### config.mk
export PLATFORM = sky130hd
export DESIGN_NAME = clk_startup_seq
export DESIGN_NICKNAME = d
export VERILOG_FILES = /design/src/rtl/clk_seq_pkg.sv /design/src/rtl/clk_seq_datapath.sv /design/src/rtl/clk_seq_ctrl.sv /design/src/rtl/clk_startup_seq.sv
export SDC_FILE = /design/constraint.sdc
export NUM_CORES = 1
export LEC_CHECK = 0
export BUFFER_PORTS_ARGS = -buffer_cell sky130_fd_sc_hd__buf_4
export CORE_MARGIN = 1.5
export CORE_UTILIZATION = 28
export CTS_CLUSTER_DIAMETER = 150
export DETAILED_ROUTE_END_ITERATION = 8
export PLACE_DENSITY = 0.42
export SETUP_SLACK_MARGIN = 0.2
export SLEW_MARGIN = 25
export SYNTH_ARGS = -nofsm -noshare
export SYNTH_HDL_FRONTEND = slang
export SYNTH_SLANG_ARGS = --single-unit
### constraint.sdc
create_clock -name clk -period 2.66 [get_ports clk]
set_clock_uncertainty 0.1 [all_clocks]
set_input_delay 0.133 -clock clk [delete_from_list [all_inputs] [get_ports clk]]
set_output_delay 0.133 -clock clk [all_outputs]
set_load 0.05 [all_outputs]
### src/rtl/clk_seq_pkg.sv
package clk_seq_pkg;

  localparam logic [3:0] SRC_RC   = 4'b0011;
  localparam logic [3:0] SRC_XOSC = 4'b0101;
  localparam logic [3:0] SRC_XCLK = 4'b0001;

  typedef enum logic [2:0] {
    ST_IDLE,
    ST_SETTLE,
    ST_RST_DLY,
    ST_WAIT_LOCK,
    ST_READY,
    ST_SLEEP
  } seqState_t;

  typedef enum logic [1:0] {
    LEN_NONE,
    LEN_SHORT,
    LEN_LONG
  } lenKind_t;

  typedef struct packed {
    logic     valid;
    logic     isRc;
    lenKind_t settle;
    lenKind_t extra;
  } cfgInfo_t;

  // strobes from control to datapath
  typedef struct packed {
    logic latchCfg;
    logic loadSettle;
    logic loadRst;
    logic loadExtra;
    logic decCycle;
    logic decTick;
  } cntCmd_t;

  function automatic cfgInfo_t decodeCfg(input logic [3:0] src, input logic [1:0] sut);
    cfgInfo_t info;
    info.valid  = 1'b0;
    info.isRc   = 1'b0;
    info.settle = LEN_NONE;
    info.extra  = LEN_NONE;
    case (src)
      SRC_RC: begin
        info.valid  = 1'b1;
        info.isRc   = 1'b1;
        info.settle = (sut == 2'b11) ? LEN_LONG : LEN_SHORT;
        case (sut)
          2'b01:   info.extra = LEN_SHORT;
          2'b10:   info.extra = LEN_LONG;
          default: info.extra = LEN_NONE;
        endcase
      end
      SRC_XOSC: begin
        info.valid  = 1'b1;
        info.settle = sut[1] ? LEN_LONG : LEN_SHORT;
        case (sut)
          2'b00:   info.extra = LEN_NONE;
          2'b11:   info.extra = LEN_LONG;
          default: info.extra = LEN_SHORT;
        endcase
      end
      SRC_XCLK: begin
        info.valid  = (sut != 2'b11);
        info.settle = LEN_NONE;
        case (sut)
          2'b01:   info.extra = LEN_SHORT;
          2'b10:   info.extra = LEN_LONG;
          default: info.extra = LEN_NONE;
        endcase
      end
      default: info.valid = 1'b0;
    endcase
    return info;
  endfunction

endpackage

### src/rtl/clk_seq_datapath.sv
module clk_seq_datapath
  import clk_seq_pkg::*;
#(
  parameter int SETTLE_SHORT = 1024,
  parameter int SETTLE_LONG  = 16384,
  parameter int RST_CYCLES   = 14,
  parameter int EXTRA_SHORT  = 4,
  parameter int EXTRA_LONG   = 64
) (
  input  logic       clk,
  input  logic       rstN,
  input  logic [3:0] srcSel,
  input  logic [1:0] sutSel,
  input  logic       msTick,
  input  cntCmd_t    cmd,
  output cfgInfo_t   info,
  output logic       cntZero
);

  localparam int MAX_A = (SETTLE_LONG > SETTLE_SHORT) ? SETTLE_LONG : SETTLE_SHORT;
  localparam int MAX_B = (EXTRA_LONG > EXTRA_SHORT) ? EXTRA_LONG : EXTRA_SHORT;
  localparam int MAX_C = (RST_CYCLES > MAX_B) ? RST_CYCLES : MAX_B;
  localparam int MAX_LEN = (MAX_A > MAX_C) ? MAX_A : MAX_C;
  localparam int CW = $clog2(MAX_LEN + 1);

  logic [3:0]    cfgSrc;
  logic [1:0]    cfgSut;
  cfgInfo_t      liveInfo;
  cfgInfo_t      heldInfo;
  logic [CW-1:0] cnt;
  logic [CW-1:0] settleLen;
  logic [CW-1:0] extraLen;

  assign liveInfo = decodeCfg(srcSel, sutSel);
  assign heldInfo = decodeCfg(cfgSrc, cfgSut);
  assign info     = cmd.latchCfg ? liveInfo : heldInfo;

  always_ff @(posedge clk or negedge rstN) begin
    if (!rstN) begin
      cfgSrc <= '0;
      cfgSut <= '0;
    end else if (cmd.latchCfg) begin
      cfgSrc <= srcSel;
      cfgSut <= sutSel;
    end
  end

  always_comb begin
    case (info.settle)
      LEN_LONG:  settleLen = CW'(SETTLE_LONG - 1);
      LEN_SHORT: settleLen = CW'(SETTLE_SHORT - 1);
      default:   settleLen = '0;
    endcase
    case (info.extra)
      LEN_LONG:  extraLen = CW'(EXTRA_LONG);
      LEN_SHORT: extraLen = CW'(EXTRA_SHORT);
      default:   extraLen = '0;
    endcase
  end

  always_ff @(posedge clk or negedge rstN) begin
    if (!rstN) begin
      cnt <= '0;
    end else if (cmd.loadSettle) begin
      cnt <= settleLen;
    end else if (cmd.loadRst) begin
      cnt <= CW'(RST_CYCLES - 1);
    end else if (cmd.loadExtra) begin
      cnt <= extraLen;
    end else if (cmd.decCycle || (cmd.decTick && msTick)) begin
      cnt <= cnt - 1'b1;
    end
  end

  assign cntZero = (cnt == '0);

  p_no_underflow_r12: assert property (@(posedge clk) disable iff (!rstN)
    (cmd.decCycle || cmd.decTick) |-> !cntZero);

  p_tick_hold_r5: assert property (@(posedge clk) disable iff (!rstN)
    (cmd.decTick && !msTick) |=> $stable(cnt));

endmodule

### src/rtl/clk_seq_ctrl.sv
module clk_seq_ctrl
  import clk_seq_pkg::*;
(
  input  logic     clk,
  input  logic     rstN,
  input  cfgInfo_t info,
  input  logic     cntZero,
  input  logic     pllEnable,
  input  logic     pllLock,
  input  logic     sleepReq,
  input  logic     wakeReq,
  output cntCmd_t  cmd,
  output logic     clkReady,
  output logic     coreRstN,
  output logic     cfgError,
  output logic     oscRun,
  output logic     pllRun
);

  seqState_t state, nxtState;
  logic      extraPhase, nxtPhase;
  logic      fromReset, nxtFrom;
  logic      coreRelQ;
  logic      goDone;
  logic      lockOk;

  assign lockOk = !(info.isRc && pllEnable) || pllLock;

  always_comb begin
    cmd      = '0;
    nxtState = state;
    nxtPhase = extraPhase;
    nxtFrom  = fromReset;
    goDone   = 1'b0;
    case (state)
      ST_IDLE: begin
        cmd.latchCfg = 1'b1;
        if (info.valid) begin
          nxtFrom = 1'b1;
          if (info.settle == LEN_NONE) begin
            cmd.loadRst = 1'b1;
            nxtPhase    = 1'b0;
            nxtState    = ST_RST_DLY;
          end else begin
            cmd.loadSettle = 1'b1;
            nxtState       = ST_SETTLE;
          end
        end
      end
      ST_SETTLE: begin
        if (!cntZero) begin
          cmd.decCycle = 1'b1;
        end else if (fromReset) begin
          cmd.loadRst = 1'b1;
          nxtPhase    = 1'b0;
          nxtState    = ST_RST_DLY;
        end else begin
          goDone = 1'b1;
        end
      end
      ST_RST_DLY: begin
        if (!extraPhase) begin
          if (!cntZero) begin
            cmd.decCycle = 1'b1;
          end else if (info.extra != LEN_NONE) begin
            cmd.loadExtra = 1'b1;
            nxtPhase      = 1'b1;
          end else begin
            goDone = 1'b1;
          end
        end else if (!cntZero) begin
          cmd.decTick = 1'b1;
        end else begin
          goDone = 1'b1;
        end
      end
      ST_WAIT_LOCK: begin
        if (sleepReq)    nxtState = ST_SLEEP;
        else if (lockOk) nxtState = ST_READY;
      end
      ST_READY: begin
        if (sleepReq)     nxtState = ST_SLEEP;
        else if (!lockOk) nxtState = ST_WAIT_LOCK;
      end
      ST_SLEEP: begin
        if (wakeReq) begin
          nxtFrom = 1'b0;
          if (info.settle == LEN_NONE) begin
            goDone = 1'b1;
          end else begin
            cmd.loadSettle = 1'b1;
            nxtState       = ST_SETTLE;
          end
        end
      end
      default: nxtState = ST_IDLE;
    endcase
    if (goDone) begin
      nxtState = lockOk ? ST_READY : ST_WAIT_LOCK;
      nxtPhase = 1'b0;
      nxtFrom  = 1'b0;
    end
  end

  always_ff @(posedge clk or negedge rstN) begin
    if (!rstN) begin
      state      <= ST_IDLE;
      extraPhase <= 1'b0;
      fromReset  <= 1'b1;
      coreRelQ   <= 1'b0;
    end else begin
      state      <= nxtState;
      extraPhase <= nxtPhase;
      fromReset  <= nxtFrom;
      coreRelQ   <= coreRelQ | goDone;
    end
  end

  assign clkReady = (state == ST_READY) && lockOk;
  assign coreRstN = coreRelQ;
  assign cfgError = (state == ST_IDLE) && !info.valid;
  assign oscRun   = (state != ST_SLEEP);
  assign pllRun   = pllEnable && (state != ST_SLEEP);

  p_core_first_r11: assert property (@(posedge clk) disable iff (!rstN)
    $rose(clkReady) |-> coreRstN);

  p_core_sticky_r11: assert property (@(posedge clk) disable iff (!rstN)
    coreRstN |=> coreRstN);

  p_err_holds_rst_r2: assert property (@(posedge clk) disable iff (!rstN)
    cfgError |=> !coreRstN);

  p_sleep_stays_r8: assert property (@(posedge clk) disable iff (!rstN)
    (state == ST_SLEEP && !wakeReq) |=> (state == ST_SLEEP && !clkReady && !pllRun));

endmodule

### src/rtl/clk_startup_seq.sv
module clk_startup_seq
  import clk_seq_pkg::*;
#(
  parameter int SETTLE_SHORT = 1024,
  parameter int SETTLE_LONG  = 16384,
  parameter int RST_CYCLES   = 14,
  parameter int EXTRA_SHORT  = 4,
  parameter int EXTRA_LONG   = 64
) (
  input  logic       clk,
  input  logic       rstN,
  input  logic       msTick,
  input  logic [3:0] srcSel,
  input  logic [1:0] sutSel,
  input  logic       pllEnable,
  input  logic       pllLock,
  input  logic       sleepReq,
  input  logic       wakeReq,
  output logic       clkReady,
  output logic       coreRstN,
  output logic       cfgError,
  output logic       oscRun,
  output logic       pllRun
);

  cntCmd_t  cmd;
  cfgInfo_t info;
  logic     cntZero;

  clk_seq_datapath #(
    .SETTLE_SHORT(SETTLE_SHORT),
    .SETTLE_LONG (SETTLE_LONG),
    .RST_CYCLES  (RST_CYCLES),
    .EXTRA_SHORT (EXTRA_SHORT),
    .EXTRA_LONG  (EXTRA_LONG)
  ) u_dp (
    .clk    (clk),
    .rstN   (rstN),
    .srcSel (srcSel),
    .sutSel (sutSel),
    .msTick (msTick),
    .cmd    (cmd),
    .info   (info),
    .cntZero(cntZero)
  );

  clk_seq_ctrl u_ctrl (
    .clk      (clk),
    .rstN     (rstN),
    .info     (info),
    .cntZero  (cntZero),
    .pllEnable(pllEnable),
    .pllLock  (pllLock),
    .sleepReq (sleepReq),
    .wakeReq  (wakeReq),
    .cmd      (cmd),
    .clkReady (clkReady),
    .coreRstN (coreRstN),
    .cfgError (cfgError),
    .oscRun   (oscRun),
    .pllRun   (pllRun)
  );

endmodule

# Word-level counts from Yosys, hierarchy flattened
# Cells that the tools add are included.
[word_totals]
regBits = 27
in_bits = 13
[op_classes]
add_sub_neg = 1
eq_ne = 33
muxes = 70
bitwise_logic = 1
n_reduce_logical = 23
[ops]
columns = ["cell", "count"]
rows = [
  ["$mux W15", 4],
  ["$mux W3", 11],
  ["$mux W1", 30],
  ["$pmux W14 S2", 1],
  ["$pmux W4 S3", 2],
  ["$pmux W3 S6", 1],
  ["$pmux W2 S2", 4],
  ["$logic_not A15 Y1", 1],
  ["$sub A15 B1 Y15 const B", 1],
  ["$mux W2", 7],
  ["$pmux W7 S2", 1],
  ["$eq A2 B2 Y1 const B", 6],
  ["$ne A3 B1 Y1 const B", 4],
  ["$pmux W1 S2", 6],
  ["$eq A2 B1 Y1 const B", 4],
  ["$eq A4 B1 Y1 const B", 2],
  ["$eq A4 B2 Y1 const B", 2],
  ["$eq A4 B3 Y1 const B", 2],
  ["$reduce_and A8 Y1", 1],
  ["$reduce_bool A4 Y1", 2],
  ["$eq A3 B2 Y1 const B", 2],
  ["$eq A3 B3 Y1 const B", 2],
  ["$logic_not A2 Y1", 3],
  ["$mux W6", 1],
  ["other kinds (18)", 28],
]

# Longest topological paths before layout
[logic_depth]
depth_word = 14
ltp_mapped = 14
mapped_depth_nobuf = 12

# Hierarchy
# Synthesis repeated with hierarchy kept, for this count alone.
[unflattened]
hier_cells = 249
hier_area_um2 = 2190.9
[modules_own_cells]
columns = ["mod", "instances", "cells_each", "area_per_inst_um2", "seq_area_each_um2"]
rows = [
  ["clk_seq_datapath", 1, 178, 1581.5, 525.5],
  ["clk_seq_ctrl", 1, 71, 609.3, 151.4],
]

# Least setup slack after synthesis
# OpenSTA, ideal clock, no wires.
[synth_path]
path_kind = "flip-flop to flip-flop"
from = "register u_ctrl.state[1]"
to = "register u_dp.cnt[4]"
setup_ps = 121
arrival_time_ps = 2489
setup_slack_ps = -50
path_stages_with_launch = 14
path_buffers = 2
period_less_slack_ps = 2710
path_cell_list = "dfrtp_1 > buf_2 > nor3_1 > nor3b_1 > a22o_1 > inv_1 > ha_1 > and4b_1 > a41oi_1 > o21ai_2 > o2bb2ai_4 > buf_6 > a2bb2oi_1 > o22a_1"
[synth_via]
elab_chain_cells = 11
elab_cells_between_ends = 29
[synth_rtl]
columns = ["item", "line_no", "text"]
rows = [
  ["from (decl)", "clk_seq_ctrl.sv:20", "seqState_t state, nxtState;"],
  ["from (signal assigned)", "clk_seq_ctrl.sv:112", "state <= nxtState;"],
  ["$logic_not A3 Y1", "clk_seq_ctrl.sv:35", "case (state)"],
  ["$mux W1", "clk_seq_ctrl.sv:35", ""],
  ["$mux W6", "clk_seq_datapath.sv:36", "assign info = cmd.latchCfg ? liveInfo : heldInfo;"],
  ["$reduce_bool A2 Y1", "clk_seq_ctrl.sv:65", "end else if (info.extra != LEN_NONE) begin"],
  ["$mux W1", "clk_seq_ctrl.sv:65", ""],
  ["$mux W1", "clk_seq_ctrl.sv:63", "if (!cntZero) begin"],
  ["$mux W2", "clk_seq_ctrl.sv:62", "if (!extraPhase) begin"],
  ["$mux W1", "clk_seq_ctrl.sv:35", ""],
  ["$mux W15", "clk_seq_datapath.sv:68", "end else if (cmd.loadExtra) begin"],
  ["$mux W15", "clk_seq_datapath.sv:66", "end else if (cmd.loadRst) begin"],
  ["$mux W15", "clk_seq_datapath.sv:64", "end else if (cmd.loadSettle) begin"],
  ["to (signal assigned)", "clk_seq_datapath.sv:65", "cnt <= settleLen;"],
  ["to (signal assigned)", "clk_seq_datapath.sv:67", "cnt <= CW'(RST_CYCLES - 1);"],
  ["to (signal assigned)", "clk_seq_datapath.sv:69", "cnt <= extraLen;"],
  ["to (decl)", "clk_seq_datapath.sv:30", "logic [CW-1:0] cnt;"],
]
# Parallel ways exist; a longest one is shown, timed or not.
# A chain may end at the register's enable or synchronous reset.

# Worst setup path after layout
[layout_path]
from = "register u_dp.cfgSut[1]"
to = "register u_dp.cnt[11]"
[layout_via]
elab_chain_cells = 12
elab_cells_between_ends = 31
[layout_rtl]
columns = ["item", "line_no", "text"]
rows = [
  ["from (decl)", "clk_seq_datapath.sv:27", "logic [1:0] cfgSut;"],
  ["from (signal assigned)", "clk_seq_datapath.sv:44", "cfgSut <= sutSel;"],
  ["$eq A2 B2 Y1 (tied with other cells)", "clk_seq_pkg.sv:50, clk_seq_pkg.sv:68", ""],
  ["$pmux W2 S2, on equally long branches", "clk_seq_pkg.sv:50, clk_seq_pkg.sv:68, clk_seq_pkg.sv:59", ""],
  ["$pmux W4 S3", "clk_seq_pkg.sv:45", "case (src)"],
  ["$mux W6 *", "clk_seq_datapath.sv:36", ""],
  ["$reduce_bool A2 Y1", "clk_seq_ctrl.sv:65", ""],
  ["$mux W1", "clk_seq_ctrl.sv:65", ""],
  ["$mux W1", "clk_seq_ctrl.sv:63", ""],
  ["$mux W2", "clk_seq_ctrl.sv:62", ""],
  ["$mux W1", "clk_seq_ctrl.sv:35", ""],
  ["$mux W15", "clk_seq_datapath.sv:68", ""],
  ["$mux W15", "clk_seq_datapath.sv:66", ""],
  ["$mux W15", "clk_seq_datapath.sv:64", ""],
]
# Mark *: on every way between the ends. The rest lies on a longest branch, timed or not.

==> impl_results.md <==
- Multi-input logic area: 1660 µm²
- Hold wc startpoint: sutSel[0]
- Post-synthesis mux area share: 0.442%
- RSZ-0062 raised after global routing: true
- Largest family of logic cells by synthesized area: compound AO/OA/AOI/OAI gates
- Final Hold Fails: 0
- Die Span Y: 92.9 µm
- Max-slew violation count: 0
- GRT overflow: 0
- Hold crit path type: in -> reg
- LEAKAGE: 0.00137 µW
- Final Cycle Share: 96.5%
- Drt total wl: approximately 6600 µm
- Rel. slew slack: between 60% and 70%
- Netlist cell types: 57
- Worst Max-Slew Pin Slew: roughly 0.58 ns
- Bufs on Longest Clock Path: 2
- Synth Net Count: 295
- Post-Synth XOR/XNOR Area: 0%
- Number of antenna violations at the first check in global routing: 0
- Sequential area share after synthesis: 29.9%
- Placer's final routability congestion estimate: 0.781
- Core Area: 7770 µm²
- Crit-path max FO: 6
- Worst-Skew Late Latency: 0.29 ns
- Synth Register Bits: 27
- Worst Setup End Kind: flip-flop
- Synthesized area: 2260 µm²
- Final #Nets: 355
- Post-synth EDFFs: 0
- Largest net degree at the start of global routing: 28
- Status: finished clean
- Standard-cell rows: 32
- Initial Util: 29.1%
- Finish-stage setup viols: 0
- Asr flop ratio synth: 100%
- Clock slew at reported path FFs: 0.11 ns
- F_max: 0.390 GHz
- Dpl hpwl: 4690 µm
- Crit path launch type: flip-flop
- Die width: approximately 93 µm
- Cell Pwr Density: 1030 nW/µm²
- Complex-gate fraction of the synthesized area: 30.1%
- Via count: 2268
- Cells after synthesis: 271
- Synth Area in Adders: 6.08%
- Vias in the first global route: 2254
- Dpl cell area: 2790 µm²
- Critical Path AT: around 2.7 ns
- CTS buffer count: 3
- Io pins: 18
- Fin crit period: 2.57 ns
- Max IR drop VDD: 0.000349 V
- First-pass GRT wire length: 11200 µm
- Antenna Violating Nets Remaining: 0
- Crit path from: u_dp.cfgSut[1]
- FF/Latch Area: 677 µm²
- R2R setup slack: 0.09 ns
- # diodes: 0
- WL/cell: between 15 and 20 µm
- Crit path kind: reg -> reg
- Synth-to-layout area growth: 39.7%
- Die ar.: 8630 µm²
- Top FF cell, synth: dfrtp_1
- Detailed-route vias per instance: 5.25
- Detailed-route DRC error count: 0
- Clk sinks: 27
- Port Buffer Count: 17
- Yosys warns: 0
- H-Tree Depth: 1
- Filler cells: 814
- Syn Area/Cell: 8.35 µm²
- Detailed router's first-iteration violation count: roughly 120
- Layout cells sized above 1: 33.0%
- Clock root cell: clkbuf_8
- Gr usage total: between 10% and 20%
- CTS tree: built
- DR pass1 iterations: 4
- Simple-gate portion of the synthesized area: 26.2%
- Worst-case hold slack: 0.00270 ns
- Worst r2r src: u_dp.cfgSut[1]
- Max Cap Viol: 0
- CP required: 2.78 ns
- Final Cell Area: 3160 µm²
==> per-stage QoR <==
stage	power, µW	worst slack [ns]	util [%]	instances	setup TNS [ns]
4_1_cts	3180	0.0628	39.9	431	0
3_5_place_dp	2680	-0.0415	35.9	414	-0.0814
6_report	3250	0.0939	40.7	432	0
5_1_grt	3530	-0.104	40.7	432	-0.608
2_1_floorplan	2020	0.131	-	271	0
3_3_place_gp	2710	-0.0276	35.9	414	-0.0276
==> worst paths after layout <==
path | cells after the start | to
max | 13 | u_dp.cnt[11]
min | 3 | u_dp.cfgSut[0]
min reg2reg | 1 | u_ctrl.coreRstN
min in group asynchronous | 2 | u_ctrl.coreRstN
max reg2reg | 13 | u_dp.cnt[11]
max in group asynchronous | 2 | u_ctrl.fromReset
==> placed cells by master, fill, tap and decap left out, types with 4 or more instances in the layout <==
cell type       n
a21oi_1        10
a2bb2oi_1       4
a2bb2oi_2       4
a31oi_1         7
and3_1          4
buf_4          54
dfrtp_1        26
dlygate4sd3_1   5
ha_1           10
inv_1          25
nand2_1        27
nand2b_1       10
nor2_1         13
nor2b_1         7
nor3_1          4
o21ai_0         9
o22a_1         12
o22ai_1        14
o2bb2ai_4       4
==> power breakdown <==
part           total, µW  internal (µW)  switching, µW
clock                255            107            149
combinational       2230           1030           1200
sequential           766            591            175
total               3250           1730           1520
==> repair_timing <==
item / 4_1_cts / 5_1_grt
gates cloned: 3 / 0
pin swaps: 8 / 1
hold buffers: 4 / 1
resized for setup: 17 / 13
endpoints found under the hold margin: 30 / 1
setup buffers: 6 / 0
setup endpoints to repair: 18 / 21
==> cell families after synthesis <==
group                      count (synthesis)
muxes                                      1
DFF                                       27
buffers and inverters                     38
AOI/OAI and AO/OA                         92
adders and majority gates                 11
and+or+nand+nor                          102
==> critical path, stage by stage (launching register included) <==
cell and delay [ns]:
dfrtp_1 0.42, ha_1 0.20, inv_1 0.05, o22ai_1 0.05, a22o_1 0.24, inv_1 0.06, ha_2 0.16, and4b_1 0.19
a41oi_2 0.21, o21ai_4 0.15, o2bb2ai_4 0.18, buf_6 0.15, a31oi_1 0.14, a2bb2oi_1 0.19
==> layout make-up <==
class                           instances  area share [%]
Sequential cell                        27            21.4
Clock buffer                            3            1.31
Clock inverter                          1           0.238
Multi-Input combinational cell        209            52.6
Timing Repair Buffer                   65            17.4
Tap cell                              102            4.04
Inverter                               25            2.97
==> metal layers <==
metal	wire [µm]	vias up	GRT usage (%)
li1	-	1129	-
met5	0	-	0
met4	57	0	3.28
met3	193	6	2.79
met1	3200	1092	21.7
met2	3200	41	27.1
==> registers in the layout (all words and copies together) (netlist names) <==
signal	cells
u_ctrl.coreRstN	1
u_dp.cfgSut	2
u_ctrl.state	3
u_ctrl.fromReset	1
u_dp.cnt	15
u_ctrl.extraPhase	1
u_dp.cfgSrc	4
==> cell usage after synthesis, types with 3 or more instances <==
library cell	n	area, µm²
nand2_1	27	101
dfrtp_1	26	651
inv_1	25	93.8
o22ai_1	15	93.8
a21oi_1	13	65.1
nor2_1	13	48.8
o22a_1	12	105
ha_1	11	138
o21ai_0	11	55.1
nand2b_1	10	62.6
a31oi_1	9	56.3
nor3_1	8	40.0
a2bb2oi_1	7	61.3
nor2b_1	7	43.8
buf_2	6	30.0
and3_1	4	25.0
clkbuf_1	4	15.0
a22o_1	3	26.3
a22oi_1	3	22.5
and2_1	3	18.8
nand3_1	3	15.0
nor4_1	3	18.8
o2bb2ai_1	3	26.3
or3_1	3	18.8
No activity file was read; power rests on OpenSTA's default activity.
